**src/rtl/rt_host_pkg.sv**
```systemverilog
package rt_host_pkg;
  localparam int CTRL_W = 8;
  localparam int WORD_W = 16;
  localparam int TA_W   = 5;

  localparam int CB_SRQ   = 0;
  localparam int CB_BUSY  = 1;
  localparam int CB_SSF   = 2;
  localparam int CB_TFLAG = 3;
  localparam int CB_BUSA  = 4;
  localparam int CB_BUSB  = 5;
  localparam int CB_TACT  = 6;
  localparam int CB_STEST = 7;

  localparam logic [CTRL_W-1:0] CTRL_RST = 8'h30;
  localparam logic [4:0] MC_TX_LAST = 5'b10010;

  typedef enum logic [1:0] {ACC_IDLE, ACC_WRITE, ACC_MRST, ACC_READ} acc_e;

  function automatic logic is_tx_last(input logic [WORD_W-1:0] w);
    logic mode_sa;
    mode_sa = (w[9:5] == 5'b00000) || (w[9:5] == 5'b11111);
    return w[10] && mode_sa && (w[4:0] == MC_TX_LAST);
  endfunction
endpackage

```
**src/rtl/rt_host_decode.sv**
```systemverilog
module rt_host_decode
  import rt_host_pkg::*;
(
  input  logic cs_n,
  input  logic ctl_n,
  input  logic rw,
  input  logic addr0,
  output acc_e acc
);
  always_comb begin
    acc = ACC_IDLE;
    if (!cs_n && !ctl_n) begin
      if (rw)         acc = ACC_READ;
      else if (addr0) acc = ACC_MRST;
      else            acc = ACC_WRITE;
    end
  end
endmodule

```
**src/rtl/rt_ctrl_reg.sv**
```systemverilog
module rt_ctrl_reg
  import rt_host_pkg::*;
(
  input  logic              clk,
  input  logic              rst_n,
  input  logic              wr_en,
  input  logic              mrst,
  input  logic [CTRL_W-1:0] wdata,
  input  logic [TA_W-1:0]   ta_in,
  output logic [CTRL_W-1:0] ctrl_q,
  output logic [TA_W-1:0]   ta_q
);
  logic [CTRL_W-1:0] ctrl_d;
  logic [TA_W-1:0]   ta_d;
  logic              ta_vld_q, ta_vld_d;

  always_comb begin
    ctrl_d   = ctrl_q;
    ta_d     = ta_q;
    ta_vld_d = ta_vld_q;
    if (mrst) begin
      ctrl_d   = CTRL_RST;
      ta_vld_d = 1'b0;
    end else if (wr_en) begin
      ctrl_d = wdata;
    end
    if (!ta_vld_q) begin
      ta_d     = ta_in;
      ta_vld_d = 1'b1;
    end
  end

  always_ff @(posedge clk or negedge rst_n) begin
    if (!rst_n) begin
      ctrl_q   <= CTRL_RST;
      ta_q     <= '0;
      ta_vld_q <= 1'b0;
    end else begin
      ctrl_q   <= ctrl_d;
      ta_q     <= ta_d;
      ta_vld_q <= ta_vld_d;
    end
  end
endmodule

```
**src/rtl/rt_status_latch.sv**
```systemverilog
module rt_status_latch
  import rt_host_pkg::*;
(
  input  logic              clk,
  input  logic              rst_n,
  input  logic              mrst,
  input  logic              strobe,
  input  logic [3:0]        flags,
  input  logic              me,
  input  logic [TA_W-1:0]   ta,
  output logic [WORD_W-1:0] status_q
);
  logic              strb_q;
  logic [WORD_W-1:0] status_d;
  logic              rise;

  assign rise = strobe && !strb_q;

  always_comb begin
    status_d = status_q;
    if (mrst)
      status_d = '0;
    else if (rise)
      status_d = {ta, me, 1'b0, flags[CB_SRQ], 3'b000, 1'b0,
                  flags[CB_BUSY], flags[CB_SSF], 1'b0, flags[CB_TFLAG]};
  end

  always_ff @(posedge clk or negedge rst_n) begin
    if (!rst_n) begin
      status_q <= '0;
      strb_q   <= 1'b0;
    end else begin
      status_q <= status_d;
      strb_q   <= strobe;
    end
  end
endmodule

```
**src/rtl/rt_last_cmd.sv**
```systemverilog
module rt_last_cmd
  import rt_host_pkg::*;
(
  input  logic              clk,
  input  logic              rst_n,
  input  logic              mrst,
  input  logic              cmd_valid,
  input  logic [WORD_W-1:0] cmd_word,
  input  logic [WORD_W-1:0] sys_word,
  output logic [WORD_W-1:0] lc_word_q,
  output logic [WORD_W-1:0] lc_stat_q
);
  logic [WORD_W-1:0] lc_word_d, lc_stat_d;
  logic              cap_en;

  assign cap_en = cmd_valid && !is_tx_last(cmd_word);

  always_comb begin
    lc_word_d = lc_word_q;
    lc_stat_d = lc_stat_q;
    if (mrst) begin
      lc_word_d = '0;
      lc_stat_d = '0;
    end else if (cap_en) begin
      lc_word_d = cmd_word;
      lc_stat_d = sys_word;
    end
  end

  always_ff @(posedge clk or negedge rst_n) begin
    if (!rst_n) begin
      lc_word_q <= '0;
      lc_stat_q <= '0;
    end else begin
      lc_word_q <= lc_word_d;
      lc_stat_q <= lc_stat_d;
    end
  end
endmodule

```
**src/rtl/rt_host_regs.sv**
```systemverilog
module rt_host_regs
  import rt_host_pkg::*;
(
  input  logic              clk,
  input  logic              rst_n,
  input  logic              cs_n,
  input  logic              ctl_n,
  input  logic              rw,
  input  logic              addr0,
  input  logic [CTRL_W-1:0] host_wdata,
  output logic [WORD_W-1:0] host_rdata,
  output logic              host_oe,
  input  logic [TA_W-1:0]   rt_addr,
  input  logic              cur_bus,
  input  logic              msg_error,
  input  logic              cmd_strobe,
  input  logic              cmd_valid,
  input  logic [WORD_W-1:0] cmd_word,
  output logic [WORD_W-1:0] status_word,
  output logic [WORD_W-1:0] last_cmd_word,
  output logic [WORD_W-1:0] last_cmd_status,
  output logic              bus_a_en,
  output logic              bus_b_en,
  output logic              self_test
);
  localparam int PAD_W = WORD_W - TA_W - 4;

  logic [1:0]        rst_sync_q;
  logic              rst_i_n;
  acc_e              acc;
  logic [CTRL_W-1:0] ctrl_q;
  logic [TA_W-1:0]   ta_q;
  logic [WORD_W-1:0] sys_word;

  always_ff @(posedge clk or negedge rst_n) begin
    if (!rst_n) rst_sync_q <= 2'b00;
    else        rst_sync_q <= {rst_sync_q[0], 1'b1};
  end
  assign rst_i_n = rst_sync_q[1];

  rt_host_decode u_dec (
    .cs_n (cs_n), .ctl_n (ctl_n), .rw (rw), .addr0 (addr0), .acc (acc)
  );

  rt_ctrl_reg u_ctrl (
    .clk (clk), .rst_n (rst_i_n),
    .wr_en (acc == ACC_WRITE), .mrst (acc == ACC_MRST),
    .wdata (host_wdata), .ta_in (rt_addr),
    .ctrl_q (ctrl_q), .ta_q (ta_q)
  );

  assign sys_word = {{PAD_W{1'b0}}, ta_q, ctrl_q[CB_STEST], msg_error,
                     cur_bus, ctrl_q[CB_TACT]};

  rt_status_latch u_stat (
    .clk (clk), .rst_n (rst_i_n), .mrst (acc == ACC_MRST),
    .strobe (cmd_strobe), .flags (ctrl_q[3:0]), .me (msg_error),
    .ta (ta_q), .status_q (status_word)
  );

  rt_last_cmd u_lc (
    .clk (clk), .rst_n (rst_i_n), .mrst (acc == ACC_MRST),
    .cmd_valid (cmd_valid), .cmd_word (cmd_word), .sys_word (sys_word),
    .lc_word_q (last_cmd_word), .lc_stat_q (last_cmd_status)
  );

  assign host_oe    = (acc == ACC_READ);
  assign host_rdata = host_oe ? sys_word : '0;
  assign bus_a_en   = ctrl_q[CB_BUSA];
  assign bus_b_en   = ctrl_q[CB_BUSB];
  assign self_test  = ctrl_q[CB_STEST];
endmodule

```
**config.mk**
```make
export PLATFORM = sky130hd
export DESIGN_NAME = rt_host_regs
export DESIGN_NICKNAME = d
export VERILOG_FILES = /design/src/rtl/rt_host_pkg.sv /design/src/rtl/rt_host_decode.sv /design/src/rtl/rt_ctrl_reg.sv /design/src/rtl/rt_status_latch.sv /design/src/rtl/rt_last_cmd.sv /design/src/rtl/rt_host_regs.sv
export SDC_FILE = /design/constraint.sdc
export NUM_CORES = 1
export LEC_CHECK = 0
export CORE_AREA = 2 2 78 87
export CTS_CLUSTER_DIAMETER = 60
export CTS_CLUSTER_SIZE = 40
export DETAILED_ROUTE_END_ITERATION = 10
export DIE_AREA = 0 0 80 89
export PLACE_DENSITY = 0.78
export SLEW_MARGIN = 0
export SYNTH_ARGS = -nofsm -noshare
export SYNTH_HDL_FRONTEND = slang
export SYNTH_SLANG_ARGS = --single-unit
```
**constraint.sdc**
```tcl
create_clock -name clk -period 2.5 [get_ports clk]
set_clock_uncertainty 0.05 [all_clocks]
set_input_delay 0.25 -clock clk [delete_from_list [all_inputs] [get_ports clk]]
set_output_delay 0.25 -clock clk [all_outputs]
set_load 0.02 [all_outputs]
```
# After elaboration in Yosys (flattened, before gate mapping)

Cells that the tools add are included.

Register bits: 65
Input bits: 39
Output and inout port bits: 68
Logic and storage cells: 41

Equal/unequal tests: 5
Mux-type cells: 14
Reduce and logical (&&, ||, !) cells: 14

Operators by type and width:

| kind                                                            | count |
|---|---|
| 16-bit 2-to-1 mux                                               | 6 |
| 8-bit 2-to-1 mux                                                | 2 |
| 5-bit == test, second input constant                            | 2 |
| 9-bit 2-to-1 mux                                                | 1 |
| 2-bit 2-to-1 mux                                                | 3 |
| 2-bit nonzero test                                              | 3 |
| 1-bit logical AND                                               | 5 |
| 5-bit logical NOT                                               | 1 |
| 2-bit == test, second input constant                            | 2 |
| 1-bit logical NOT                                               | 4 |
| 2-bit by 1-bit == test with 1-bit output, second input constant | 1 |
| 1-bit 2-to-1 mux                                                | 2 |
| 1-bit logical OR                                                | 1 |

# Logic depth before layout (Yosys ltp)

Depth after elaboration: 8
Gate-level depth with buffers: 7

# Cells and area by module

From an unflattened synthesis, not the netlist that was laid out.

Cell total of the unflattened synthesis: 269
Area, all modules: 3022.9 sq um

Modules (own cells, without submodules):

| module          | instances | cells an instance | area each (sq um) | seq. area each (sq um) |
|---|---|---|---|---|
| rt_last_cmd     | 1         | 147               | 1632.8            | 800.8 |
| rt_status_latch | 1         | 54                | 599.3             | 275.3 |
| rt_ctrl_reg     | 1         | 39                | 550.5             | 352.8 |
| rt_host_regs    | 1         | 25                | 215.2             | 50.0 |
| rt_host_decode  | 1         | 4                 | 25.0              | 0.0 |

# Least setup slack after synthesis

No wires, ideal clock.

Kind: input to register
From: input port cmd_word[9]
To: register u_lc.lc_stat_q[0]
Setup time: 0.124 ns
Arrival: 1.524 ns
Required time: 2.326 ns
Setup slack: 0.802 ns
Stages: 5
Path buffers: 1
Path through: or4_1 -> mux2i_2 -> a41oi_4 -> buf_6 -> mux2i_1

Cells in the longest elaborated chain, start to end: 7

RTL lines:

| item                                               | RTL line           | RTL |
|---|---|---|
| start: declaration                                 | rt_host_regs.sv:18 | `input logic [WORD_W-1:0] cmd_word,` |
| 5-bit == test or 5-bit logical NOT (tied branches) | rt_host_pkg.sv:22  | `mode_sa = (w[9:5] == 5'b00000) \|\| (w[9:5] == 5'b11111);` |
| 1-bit logical OR (*)                               | rt_host_pkg.sv:22  |  |
| 1-bit logical AND (*) (2 in a row)                 | rt_host_pkg.sv:23  | `return w[10] && mode_sa && (w[4:0] == MC_TX_LAST);` |
| 1-bit logical NOT (*)                              | rt_last_cmd.sv:16  | `assign cap_en = cmd_valid && !is_tx_last(cmd_word);` |
| 1-bit logical AND (*)                              | rt_last_cmd.sv:16  |  |
| 2-bit nonzero test (no source line) (*)            | n/a                |  |
| end signal: assignment                             | rt_last_cmd.sv:36  | `lc_stat_q <= lc_stat_d;` |
| end: declaration                                   | rt_last_cmd.sv:11  | `output logic [WORD_W-1:0] lc_stat_q` |

Mark *: on every way between the ends. The rest lies on a longest branch, timed or not.
A chain may end at the register's enable or synchronous reset.

# Worst setup path in the final report

From: input port ctl_n
To: output port host_rdata[6]

Cells in the longest elaborated chain, start to end: 5

RTL lines:

| item               | RTL line             | RTL |
|---|---|---|
| start: declaration | rt_host_regs.sv:7    | `input logic ctl_n,` |
| 1-bit logical NOT  | rt_host_decode.sv:12 | `if (!cs_n && !ctl_n) begin` |
| 1-bit logical AND  | rt_host_decode.sv:12 |  |
| 2-bit 2-to-1 mux   | rt_host_decode.sv:12 |  |
| 2-bit == test      | rt_host_regs.sv:67   | `assign host_oe = (acc == ACC_READ);` |
| 9-bit 2-to-1 mux   | rt_host_regs.sv:68   | `assign host_rdata = host_oe ? sys_word : '0;` |
| end: declaration   | rt_host_regs.sv:11   | `output logic [WORD_W-1:0] host_rdata,` |

No other way between the ends.

==> key figures <==
STA
  • Final Setup Violations: 0
  • RSZ-0062 raised after global routing: no
  • Final hold slack: 0.0463 ns
  • Worst rel slew slack: 0.445
  • Max-slew violation count: 0
  • Max Freq: 421 MHz
  • Fin crit period: 2.38 ns
  • Setup TNS: 0 ns
  • Final period util: 0.950
  • Final Hold Fails: 0
  • Actual slew at the worst max-slew pin: 0.832 ns

Critical path
  • Worst setup SP type: input pin
  • Worst path required time: 2.20 ns
  • Crit path cell chain: clkdlybuf4s50_1 > nor2_1 > a21boi_1 > ha_1 > buf_4 > and2_1 > clkdlybuf4s50_1
  • Buf/Inv on CP: 3
  • Cell family with most CP delay: buffers and inverters
  • Slowest cell on the critical path: clkdlybuf4s50_1
  • Worst path most repeated cell: clkdlybuf4s50_1
  • Worst setup endpoint: host_rdata[6]
  • Worst Setup SP: ctl_n
  • WP depth: 7
  • Reg2reg start: u_stat.strb_q
  • Crit. End Element: primary output
  • R2r setup slk: 1.19 ns
  • R2R cell count: 3
  • Max stage delay on crit path: 0.60 ns
  • RR Endpoint: u_stat.status_q[11]
  • Worst Path Max Fanout: 6
  • Worst EP arrival: 2.08 ns
  • WS Path Type: in -> out

Clocking
  • CTS clock-pin slew for the worst setup and hold paths: 0.09 ns
  • CTS Buf Count: 5
  • CTS H-tree depth: 2
  • Longest Clk Path Bufs: 2
  • Clock Tree Root: clkbuf_8
  • Post-CTS Setup Inserts: 0
  • Hold Buf Count CTS: 0
  • Worst-Skew Late Latency: 0.30 ns
  • TritonCTS Sinks: 52
  • TritonCTS clock tree: done

Power
  • Worst vdd ir: 0.328 mV
  • Clock power share: 0.215
  • Pwr dens: 643 mW/mm²
  • Part of the power in registers: 0.489
  • Internal: 1.50 mW
  • Switch share: 0.315
  • Pleak: 1.59 nW
  • Combinational fraction of design power: 0.296
  • P_sw: 0.688 mW
  • Design Power: 2.18 mW

Detailed routing
  • DR WL/cell: 12.7 µm
  • Vias/cell: 4.58
  • 1st-iter DRT viols: 43
  • Pre-Repair DR Iteration Count: 4
  • Antenna viol nets, final: 0
  • DRC viols: 0
  • Final wirelength: 5230 µm
  • Via count: 1889

Cells and area
  • Non-filler cells, final: 412
  • Share of layout cells above drive strength 1: 0.0753
  • Core Util, Final: 0.551
  • Nets: 372
  • Antenna cells: 0
  • Layout overhead on the synthesized area: 39.6%

Synthesis
  • Yosys cell types: 28
  • Syn avg cell area: 9.89 µm²
  • Post-Synthesis Cells: 246
  • Synth Cell Area: 0.00243 mm²
  • Warnings, synthesis: 0
  • FF+latch count, synth: 52
  • Sequential cell area fraction in the yosys report: 0.536

Placed design
  • PortBufs: 86
  • Post-DP HPWL: 3930 µm
  • Placed instance count: 404
  • GPL Wtd Cong: 0.729

Floorplan
  • Initial Utilization: 0.395
  • Total core area: 0.00616 mm²
  • Cell Rows: 30
  • I/O Pins: 107
  • Full die area: 0.00712 mm²
  • Die W: 80 µm
  • Die span in y: 89 µm

Worst hold path
  • Tightest Hold Check Type: in -> async

Global route
  • Number of global-route vias before repair: 1799
  • Initial antenna violation count: 0
  • GRT Util Overall: 0.153
  • Gr ovfl total: 0
  • Pin count of the biggest net entering global routing: 56
  • Global-route wire length before repair: 8370 µm

Flow run
  • MaxCap Viol Count: 0

Run status
  • Status: finished clean
cells in the final DEF, fill, tap and decap left out, types with 2 or more instances in the layout:
cell / n
dfrtp_1: 49
clkdlybuf4s50_1: 86
conb_1: 21
o21ai_0: 8
nand2_1: 80
ha_1: 2
a21oi_1: 10
nand3_1: 3
dfstp_2: 2
clkbuf_8: 5
buf_4: 4
mux2_2: 5
inv_1: 4
mux2i_1: 21
and2_1: 9
o21ai_1: 4
nor2_1: 3
cell usage after synthesis:
master / count / share of area
a21boi_0: 1 / 0.0031
a21oi_1: 10 / 0.021
a31oi_1: 1 / 0.0026
a41oi_4: 1 / 0.011
and2_1: 9 / 0.023
buf_4: 20 / 0.062
buf_6: 2 / 0.0093
clkbuf_1: 10 / 0.015
conb_1: 2 / 0.0031
dfrtp_1: 50 / 0.51
dfstp_2: 2 / 0.022
ha_1: 2 / 0.010
inv_1: 4 / 0.0062
inv_2: 1 / 0.0015
mux2_2: 5 / 0.023
mux2i_1: 21 / 0.086
mux2i_2: 1 / 0.0057
nand2_1: 80 / 0.12
nand2b_1: 1 / 0.0026
nand3_1: 3 / 0.0062
nand4_1: 1 / 0.0026
nor2_1: 3 / 0.0046
nor2b_1: 1 / 0.0026
nor4b_2: 1 / 0.0062
o21ai_0: 9 / 0.019
o21ai_1: 3 / 0.0062
o221a_2: 1 / 0.0046
or4_1: 1 / 0.0031
worst min-delay path by stage:
stage                  startpoint                 to  slack, ns  depth (start not counted)
finish                      rst_n      rst_sync_q[1]       0.05                          1
global route                rst_n      rst_sync_q[0]       0.03                          1
CTS                         rst_n      rst_sync_q[0]       0.04                          1
detailed placement  rst_sync_q[1]  u_lc.lc_word_q[5]        0.1                          0
global placement    rst_sync_q[1]  u_lc.lc_word_q[5]       0.09                          0
floorplan                   rst_n      rst_sync_q[0]       -0.1                          0
worst register-to-register path: stages (launching register included):
cell,delay [ns]
dfrtp_1,0.38
nor2b_1,0.54
nand2_1,0.11
a21oi_1,0.16
repair_timing:
item                       CTS  global route
gates resized for setup      0             2
setup endpoints to repair    0             8
hold endpoints to repair     0             0
registers in the layout (all words and copies together) (netlist names):
signal           flops
rst_sync_q           2
u_ctrl.ctrl_q        8
u_ctrl.ta_q          5
u_ctrl.ta_vld_q      1
u_lc.lc_stat_q       9
u_lc.lc_word_q      16
u_stat.status_q     10
u_stat.strb_q        1
layer usage:
| layer | up-vias | routed length [µm] | track usage |
|---|---|---|---|
| li1 | 925 | - | - |
| met1 | 891 | 2260 | 0.187 |
| met2 | 68 | 2580 | 0.264 |
| met3 | 5 | 345 | 0.0475 |
| met4 | 0 | 40 | 0.0370 |
| met5 | - | 0 | 0 |
cell type report:
type / instances / area [µm²]
fill: 570 / 2760
clock inverter: 2 / 16.3
clock buffer: 6 / 72.6
inverter: 5 / 18.8
timing repair buffer: 91 / 911
sequential: 52 / 1310
tap: 80 / 100
multi-input combinational: 176 / 971
power by group through the flow:
| stage | sequential [mW] | clock, mW | combinational [mW] |
|---|---|---|---|
| floorplan | 1.19 | 0 | 0.241 |
| global placement | 1.08 | 0 | 0.639 |
| detailed placement | 1.09 | 0 | 0.654 |
| CTS | 1.07 | 0.485 | 0.656 |
| global route | 1.09 | 0.529 | 0.702 |
| finish | 1.07 | 0.469 | 0.646 |
stage by stage:
stage	worst slack [ns]	instance area, µm²
floorplan	0.802	2500
global placement	0.0626	3310
detailed placement	0.0477	3310
CTS	0.0484	3390
global route	0.0320	3390
finish	0.124	3390
logic make-up (layout without fill, tap and decap cells):
logic type / Yosys count / in the layout / synth area share
and+or+nand+nor: 100 / 100 / 0.174
muxes: 27 / 27 / 0.115
buffers and inverters: 37 / 104 / 0.0941
DFF: 52 / 52 / 0.536
adders and majority gates: 2 / 2 / 0.0103
AOI/OAI and AO/OA: 26 / 26 / 0.0669
other: 2 / 21 / 0.00309
Note: power is estimated with default switching activity, not from simulation.
